[config.mk]
export PLATFORM = sky130hd
export DESIGN_NAME = sector_check_engine
export DESIGN_NICKNAME = d
export VERILOG_FILES = /design/src/rtl/sce_pkg.sv /design/src/rtl/sce_byte_counter.sv /design/src/rtl/sce_fold_regs.sv /design/src/rtl/sce_verdict.sv /design/src/rtl/sector_check_engine.sv
export SDC_FILE = /design/constraint.sdc
export NUM_CORES = 1
export LEC_CHECK = 0
export BUFFER_PORTS_ARGS = -buffer_cell sky130_fd_sc_hd__buf_2
export CORE_MARGIN = 5
export CORE_UTILIZATION = 40
export DETAILED_ROUTE_END_ITERATION = 16
export PLACE_DENSITY = 0.57
export SYNTH_ARGS = -nofsm -noshare
export SYNTH_HDL_FRONTEND = slang
export SYNTH_SLANG_ARGS = --single-unit
[constraint.sdc]
create_clock -name clk -period 2.4 [get_ports clk]
set_input_delay 0.24 -clock clk [delete_from_list [all_inputs] [get_ports clk]]
set_output_delay 0.24 -clock clk [all_outputs]
set_load 0.005 [all_outputs]
[src/rtl/sce_pkg.sv]
package sce_pkg;

    typedef enum logic [1:0] {
        ST_IDLE  = 2'd0,
        ST_SEED  = 2'd1,
        ST_FOLD  = 2'd2,
        ST_CHECK = 2'd3
    } sce_state_t;

    localparam int SEED_COUNT  = 3;
    localparam int CHECK_COUNT = 4;

endpackage

[src/rtl/sce_byte_counter.sv]
module sce_byte_counter #(
    parameter int CW = 9
) (
    input  logic          clk,
    input  logic          rst_n,
    input  logic          clear_i,
    input  logic          step_i,
    output logic [CW-1:0] cnt_o
);

    always_ff @(posedge clk or negedge rst_n) begin
        if (!rst_n) begin
            cnt_o <= '0;
        end else if (clear_i) begin
            cnt_o <= '0;
        end else if (step_i) begin
            cnt_o <= cnt_o + CW'(1);
        end
    end

    // a start clears the position count
    assert_clear_zero_R1: assert property (@(posedge clk) disable iff (!rst_n)
        clear_i |=> (cnt_o == '0));

    // only accepted bytes advance the count
    assert_step_only_R6: assert property (@(posedge clk) disable iff (!rst_n)
        (!clear_i && !step_i) |=> $stable(cnt_o));

endmodule

[src/rtl/sce_fold_regs.sv]
module sce_fold_regs
    import sce_pkg::*;
(
    input  logic       clk,
    input  logic       rst_n,
    input  logic       seed_en_i,
    input  logic [1:0] seed_sel_i,
    input  logic       fold_en_i,
    input  logic [7:0] byte_i,
    output logic [7:0] c_o,
    output logic [7:0] d_o,
    output logic [7:0] e_o
);

    logic [7:0] acc_q   [SEED_COUNT];
    logic [7:0] fold_nx [SEED_COUNT];

    // Simultaneous update: every next value taken from the old register set
    always_comb begin
        fold_nx[0] = acc_q[1] ^ {7'd0, acc_q[0][7]};
        fold_nx[1] = {acc_q[0][6:0], 1'b0} ^ acc_q[2];
        fold_nx[2] = acc_q[0] ^ byte_i;
    end

    for (genvar gi = 0; gi < SEED_COUNT; gi++) begin : g_acc
        always_ff @(posedge clk or negedge rst_n) begin
            if (!rst_n) begin
                acc_q[gi] <= '0;
            end else if (seed_en_i && (seed_sel_i == 2'(gi))) begin
                acc_q[gi] <= byte_i;
            end else if (fold_en_i) begin
                acc_q[gi] <= fold_nx[gi];
            end
        end
    end

    assign c_o = acc_q[0];
    assign d_o = acc_q[1];
    assign e_o = acc_q[2];

    // seeding copies the byte into the selected register
    assert_seed_c_R2: assert property (@(posedge clk) disable iff (!rst_n)
        (seed_en_i && seed_sel_i == 2'd0) |=> (c_o == $past(byte_i)));
    assert_seed_e_R2: assert property (@(posedge clk) disable iff (!rst_n)
        (seed_en_i && seed_sel_i == 2'd2) |=> (e_o == $past(byte_i) && $stable(c_o)));

    // the recurrence between consecutive register sets
    assert_fold_e_R3: assert property (@(posedge clk) disable iff (!rst_n)
        fold_en_i |=> (e_o == ($past(c_o) ^ $past(byte_i))));
    assert_fold_d_R3: assert property (@(posedge clk) disable iff (!rst_n)
        fold_en_i |=> (d_o == ({$past(c_o[6:0]), 1'b0} ^ $past(e_o))));

    // registers hold across stalls
    assert_hold_R6: assert property (@(posedge clk) disable iff (!rst_n)
        (!seed_en_i && !fold_en_i) |=> ($stable(c_o) && $stable(d_o) && $stable(e_o)));

endmodule

[src/rtl/sce_verdict.sv]
module sce_verdict #(
    parameter logic [7:0] MARK = 8'h58
) (
    input  logic       clk,
    input  logic       rst_n,
    input  logic       clear_i,
    input  logic       cmp_en_i,
    input  logic [1:0] cmp_sel_i,
    input  logic [7:0] byte_i,
    input  logic [7:0] c_i,
    input  logic [7:0] d_i,
    input  logic [7:0] e_i,
    output logic       ok_o,
    output logic       match_o
);

    logic [7:0] want;

    always_comb begin
        unique case (cmp_sel_i)
            2'd0:    want = c_i;
            2'd1:    want = d_i;
            2'd2:    want = e_i;
            default: want = MARK;
        endcase
    end

    assign match_o = (byte_i == want);

    always_ff @(posedge clk or negedge rst_n) begin
        if (!rst_n) begin
            ok_o <= 1'b1;
        end else if (clear_i) begin
            ok_o <= 1'b1;
        end else if (cmp_en_i && !match_o) begin
            ok_o <= 1'b0;
        end
    end

    // a mismatch is never forgotten before the next start
    assert_sticky_fail_R4: assert property (@(posedge clk) disable iff (!rst_n)
        (!ok_o && !clear_i) |=> !ok_o);

endmodule

[src/rtl/sector_check_engine.sv]
module sector_check_engine
    import sce_pkg::*;
#(
    parameter int         DATA_BYTES = 256,
    parameter logic [7:0] MARK_BYTE  = 8'h58
) (
    input  logic       clk,
    input  logic       rst_n,
    input  logic       start_i,
    input  logic       byte_valid_i,
    input  logic [7:0] byte_i,
    output logic       done_o,
    output logic       pass_o
);

    localparam int TOTAL_BYTES = DATA_BYTES + CHECK_COUNT;
    localparam int CW          = $clog2(TOTAL_BYTES + 1);

    sce_state_t    state_q, state_d;
    logic [CW-1:0] cnt;
    logic [CW-1:0] chk_pos;
    logic          accept;
    logic          last_seed, last_data, last_check;
    logic [7:0]    c_val, d_val, e_val;
    logic          ok_so_far, byte_match;

    assign accept     = byte_valid_i && !start_i && (state_q != ST_IDLE);
    assign last_seed  = (cnt == CW'(SEED_COUNT - 1));
    assign last_data  = (cnt == CW'(DATA_BYTES - 1));
    assign last_check = (cnt == CW'(TOTAL_BYTES - 1));
    assign chk_pos    = cnt - CW'(DATA_BYTES);

    sce_byte_counter #(.CW(CW)) cnt_i (
        .clk     (clk),
        .rst_n   (rst_n),
        .clear_i (start_i),
        .step_i  (accept),
        .cnt_o   (cnt)
    );

    sce_fold_regs fold_i (
        .clk        (clk),
        .rst_n      (rst_n),
        .seed_en_i  (accept && state_q == ST_SEED),
        .seed_sel_i (cnt[1:0]),
        .fold_en_i  (accept && state_q == ST_FOLD),
        .byte_i     (byte_i),
        .c_o        (c_val),
        .d_o        (d_val),
        .e_o        (e_val)
    );

    sce_verdict #(.MARK(MARK_BYTE)) verdict_i (
        .clk       (clk),
        .rst_n     (rst_n),
        .clear_i   (start_i),
        .cmp_en_i  (accept && state_q == ST_CHECK),
        .cmp_sel_i (chk_pos[1:0]),
        .byte_i    (byte_i),
        .c_i       (c_val),
        .d_i       (d_val),
        .e_i       (e_val),
        .ok_o      (ok_so_far),
        .match_o   (byte_match)
    );

    // State register
    always_ff @(posedge clk or negedge rst_n) begin
        if (!rst_n) begin
            state_q <= ST_IDLE;
        end else begin
            state_q <= state_d;
        end
    end

    // Transitions: T_START, T_SEEDED, T_FOLDED, T_VERDICT
    always_comb begin
        state_d = state_q;
        if (start_i) begin
            state_d = ST_SEED;
        end else begin
            unique case (state_q)
                ST_IDLE:  state_d = ST_IDLE;
                ST_SEED:  if (accept && last_seed)  state_d = ST_FOLD;
                ST_FOLD:  if (accept && last_data)  state_d = ST_CHECK;
                ST_CHECK: if (accept && last_check) state_d = ST_IDLE;
                default:  state_d = ST_IDLE;
            endcase
        end
    end

    // Outputs
    always_ff @(posedge clk or negedge rst_n) begin
        if (!rst_n) begin
            done_o <= 1'b0;
            pass_o <= 1'b0;
        end else if (start_i) begin
            done_o <= 1'b0;
            pass_o <= 1'b0;
        end else if (accept && state_q == ST_CHECK && last_check) begin
            done_o <= 1'b1;
            pass_o <= ok_so_far && byte_match;
        end else begin
            done_o <= 1'b0;
        end
    end

    // single-cycle completion pulse, sourced from the check phase
    assert_done_pulse_R5: assert property (@(posedge clk) disable iff (!rst_n)
        done_o |=> !done_o);
    assert_done_source_R5: assert property (@(posedge clk) disable iff (!rst_n)
        done_o |-> ($past(state_q) == ST_CHECK && state_q == ST_IDLE));
    assert_pass_hold_R5: assert property (@(posedge clk) disable iff (!rst_n)
        !start_i |=> (done_o || $stable(pass_o)));

    // a start always re-enters the seed phase
    assert_start_seed_R1: assert property (@(posedge clk) disable iff (!rst_n)
        start_i |=> (state_q == ST_SEED && !done_o));

    // idle stays idle without a start
    assert_idle_hold_R7: assert property (@(posedge clk) disable iff (!rst_n)
        (state_q == ST_IDLE && !start_i) |=> (state_q == ST_IDLE && !done_o));

endmodule

==> impl_metrics.csv <==
group,metric,value,unit
clock_network,root_buffer,"clkbuf_8",
timing,setup_tns,0,ns
synth,synth_ff_type,"dfrtp_1",
timing,relSlewSlack,0.412,
clock_network,clock_latency,0.29,ns
final_layout,nNetsFinal,296,
power,ir_drop,0.355,mV
synth,synth_edf_count,0,
synth,synth.distinct_cells,41,
hold_path,hp-class,"in2async",
final_layout,area_delta_synth_final,13.0,%
critical_path,worstPathArrival,2.33,ns
timing,fin_ws,0.257,ns
critical_path,critPathLaunchType,"flop",
place,io_buffers,13,
clock_network,post-cts-setup-buffer-count,0,
critical_path,required,2.58,ns
timing,tightest_slew,0.882,ns
final_layout,fin_area,2580,sq um
power,p_int,0.00180,W
place,placed_cells,339,
global_route,grt-ovfl-total,0,
synth,synth_common_cells,"37 x dfrtp_1, 32 x a21oi_1, 31 x o21ai_0",
critical_path,critical_path_class,"reg2reg",
drt,drcViolationCount,0,
critical_path,critPathCaptureType,"flop",
floorplan,initial_core_util,0.413,
global_route,grt_max_degree,39,
synth,yosysWarnings,0,
floorplan,dieArea,7330,sq um
synth,synth_nets,283,
power,clockPowerShare,0.245,
critical_path,r2r_slack,0.26,ns
drt,initialDrtViolationCount,99,
place,pre_cts_slack,0.196,ns
synth,synth_area,2290,sq um
synth,ys_seq_area_frac,0.416,
place,place.gp.congestion,0.769,
drt,num_vias,1869,
synth,synth_area_leaders,"dfrtp_1 40%, a21oi_1 7.0%, o21ai_0 6.8%, ha_1 5.5%, nand2_1 4.1%",
power,p_sw_frac,0.351,
clock_network,clkTransAtPathRegs,0.08,ns
floorplan,fp.dieW,85.6,um
drt,routed_wirelength,5.13,mm
power,power.leakage,1.04,nW
clock_network,ctsHoldBuffers,0,
timing,hold_viol_final,0,
timing,max_freq,0.467,GHz
global_route,grt_pass1_vias,1808,
floorplan,fp.coreArea,5540,sq um
critical_path,critPathMaxFanout,4,
timing,skew,0.0114,ns
power,p_comb_frac,0.346,
synth,yosysMostFrequentCell,"dfrtp_1",
clock_network,cts_tree,"done",
status,status,"finished clean",
drt,via_per_inst,5.39,
synth,yosys.area.top_type,"dfrtp_1",
final_layout,insertedDiodeCount,0,
drt,wire_per_inst,14.8,um
synth,synth_top_area_frac,0.405,
floorplan,pin_count,14,
power,pwr-share-seq,0.408,
floorplan,rows,27,
clock_network,ctsLongestPathBuffers,2,
clock_network,htree_levels,2,
global_route,track_usage,0.152,
synth,async_flop_share,1.00,
power,p_per_area,1070,nW/um^2
clock_network,cts_buffers,5,
place,placed_cell_area,2430,sq um
synth,syn_avg_cell_area,8.77,sq um
synth,synth-seq-cells,38,
timing,fin_crit_sh,0.893,
power,p_sw,0.000974,W
final_layout,drive_above_1_share,0.138,
drt,dr.pass1.iters,4,
synth,syn_inst,261,
drt,ant_nets,0,
global_route,antenna_found_initial,0,
global_route,grt_pass1_wl,8.89,mm
floorplan,die_h,85.6,um
timing,final.min_clock_period,2.14,ns
timing,grt_setup_unrepaired,"false",
job,max_cap_viol_count,0,
final_layout,layoutNonFillerInstCount,347,
clock_network,cts.repair.resized,0,
timing,finalMaxSlewViolations,0,
place,place_hpwl,3.63,mm
clock_network,clkSinkCount,38,
timing,finalSetupViolations,0,
==> registers in the layout, indices dropped and copies added (netlist names) <==
| register | flops |
|---|---|
| state_q | 2 |
| pass_o | 1 |
| fold_i.c_o | 8 |
| done_o | 1 |
| cnt_i.cnt_o | 9 |
| fold_i.d_o | 8 |
| verdict_i.ok_o | 1 |
| fold_i.e_o | 8 |
==> worst paths after layout <==
kind,start,to,depth (start not counted)
max in group asynchronous,rst_n,fold_i.e_o[2],1
hold reg to reg,pass_o,pass_o,2
setup / recovery,state_q[0],state_q[0],6
hold / removal,rst_n,fold_i.c_o[6],1
min in group clk,byte_i[5],fold_i.d_o[5],3
setup reg to reg,state_q[0],state_q[0],6
==> cell families (layout without fill, tap and decap cells) <==
family,count (synthesis),in the layout,synth area share
simple gates,83,83,0.179
compound gates,81,81,0.203
flops,38,38,0.416
buf+inv,24,38,0.0448
xor+xnor,15,15,0.0574
fa+ha+maj,10,10,0.0547
mux,10,10,0.0443
==> metrics by stage <==
| step | utilization | power (W) | hold slack, ns |
|---|---|---|---|
| after detailed placement | 0.439 | 0.00211 | 0.407 |
| after CTS | 0.465 | 0.00280 | 0.0863 |
| final | 0.467 | 0.00278 | 0.0577 |
| after floorplan | - | 0.00184 | -0.0556 |
| after global routing | 0.467 | 0.00298 | 0.126 |
| after global placement | 0.439 | 0.00209 | 0.414 |
==> cells in the final DEF (no fill, tap or decap), types with 2 or more instances in the layout <==
| cell type | synthesis | final |
|---|---|---|
| nand2_1 | 25 | 25 |
| nand3_1 | 12 | 12 |
| bufinv_16 | 0 | 2 |
| or3_1 | 2 | 2 |
| a211oi_1 | 2 | 2 |
| a22oi_1 | 3 | 3 |
| xor2_1 | 6 | 6 |
| nor2_1 | 19 | 19 |
| xnor2_1 | 9 | 9 |
| buf_2 | 7 | 13 |
| nand4_1 | 3 | 3 |
| o21ai_0 | 31 | 31 |
| o41ai_1 | 2 | 2 |
| a21oi_1 | 32 | 32 |
| nand2b_1 | 9 | 9 |
| ha_1 | 10 | 7 |
| mux2i_1 | 9 | 9 |
| inv_1 | 9 | 9 |
| ha_2 | 0 | 3 |
| dfrtp_1 | 37 | 37 |
| buf_4 | 1 | 8 |
| a222oi_1 | 5 | 5 |
| clkbuf_8 | 0 | 6 |
| o22ai_1 | 2 | 2 |
==> power groups by stage <==
stage | sequential (W) | clock [W] | combinational [W]
floorplan | 0.00106 | 0 | 0.000774
global placement | 0.00115 | 0 | 0.000948
detailed placement | 0.00115 | 0 | 0.000959
CTS | 0.00114 | 0.000693 | 0.000965
global route | 0.00117 | 0.000720 | 0.00109
finish | 0.00113 | 0.000680 | 0.000962
==> cell type report <==
| class | count | area (sq um) |
|---|---|---|
| clock inverter | 2 | 60.1 |
| inverter | 9 | 33.8 |
| tap | 72 | 90.1 |
| timing repair buffer | 21 | 125 |
| sequential | 38 | 952 |
| clock buffer | 6 | 82.6 |
| multi-input combinational | 199 | 1240 |
| fill | 543 | 2960 |
==> critical path, stage by stage (launching register included) <==
cell and delay [ns]:
dfrtp_1 0.40, inv_1 0.10, ha_1 0.23, or3b_1 0.41
o41ai_1 0.38, nand3_1 0.19, a211o_1 0.32
==> layer usage <==
| metal | share of wire | track usage |
|---|---|---|
| met5 | 0 | 0 |
| met4 | 0.011 | 0.0432 |
| met1 | 0.47 | 0.201 |
| met2 | 0.49 | 0.254 |
| met3 | 0.032 | 0.0288 |
No activity file was read; power rests on OpenSTA's default activity.
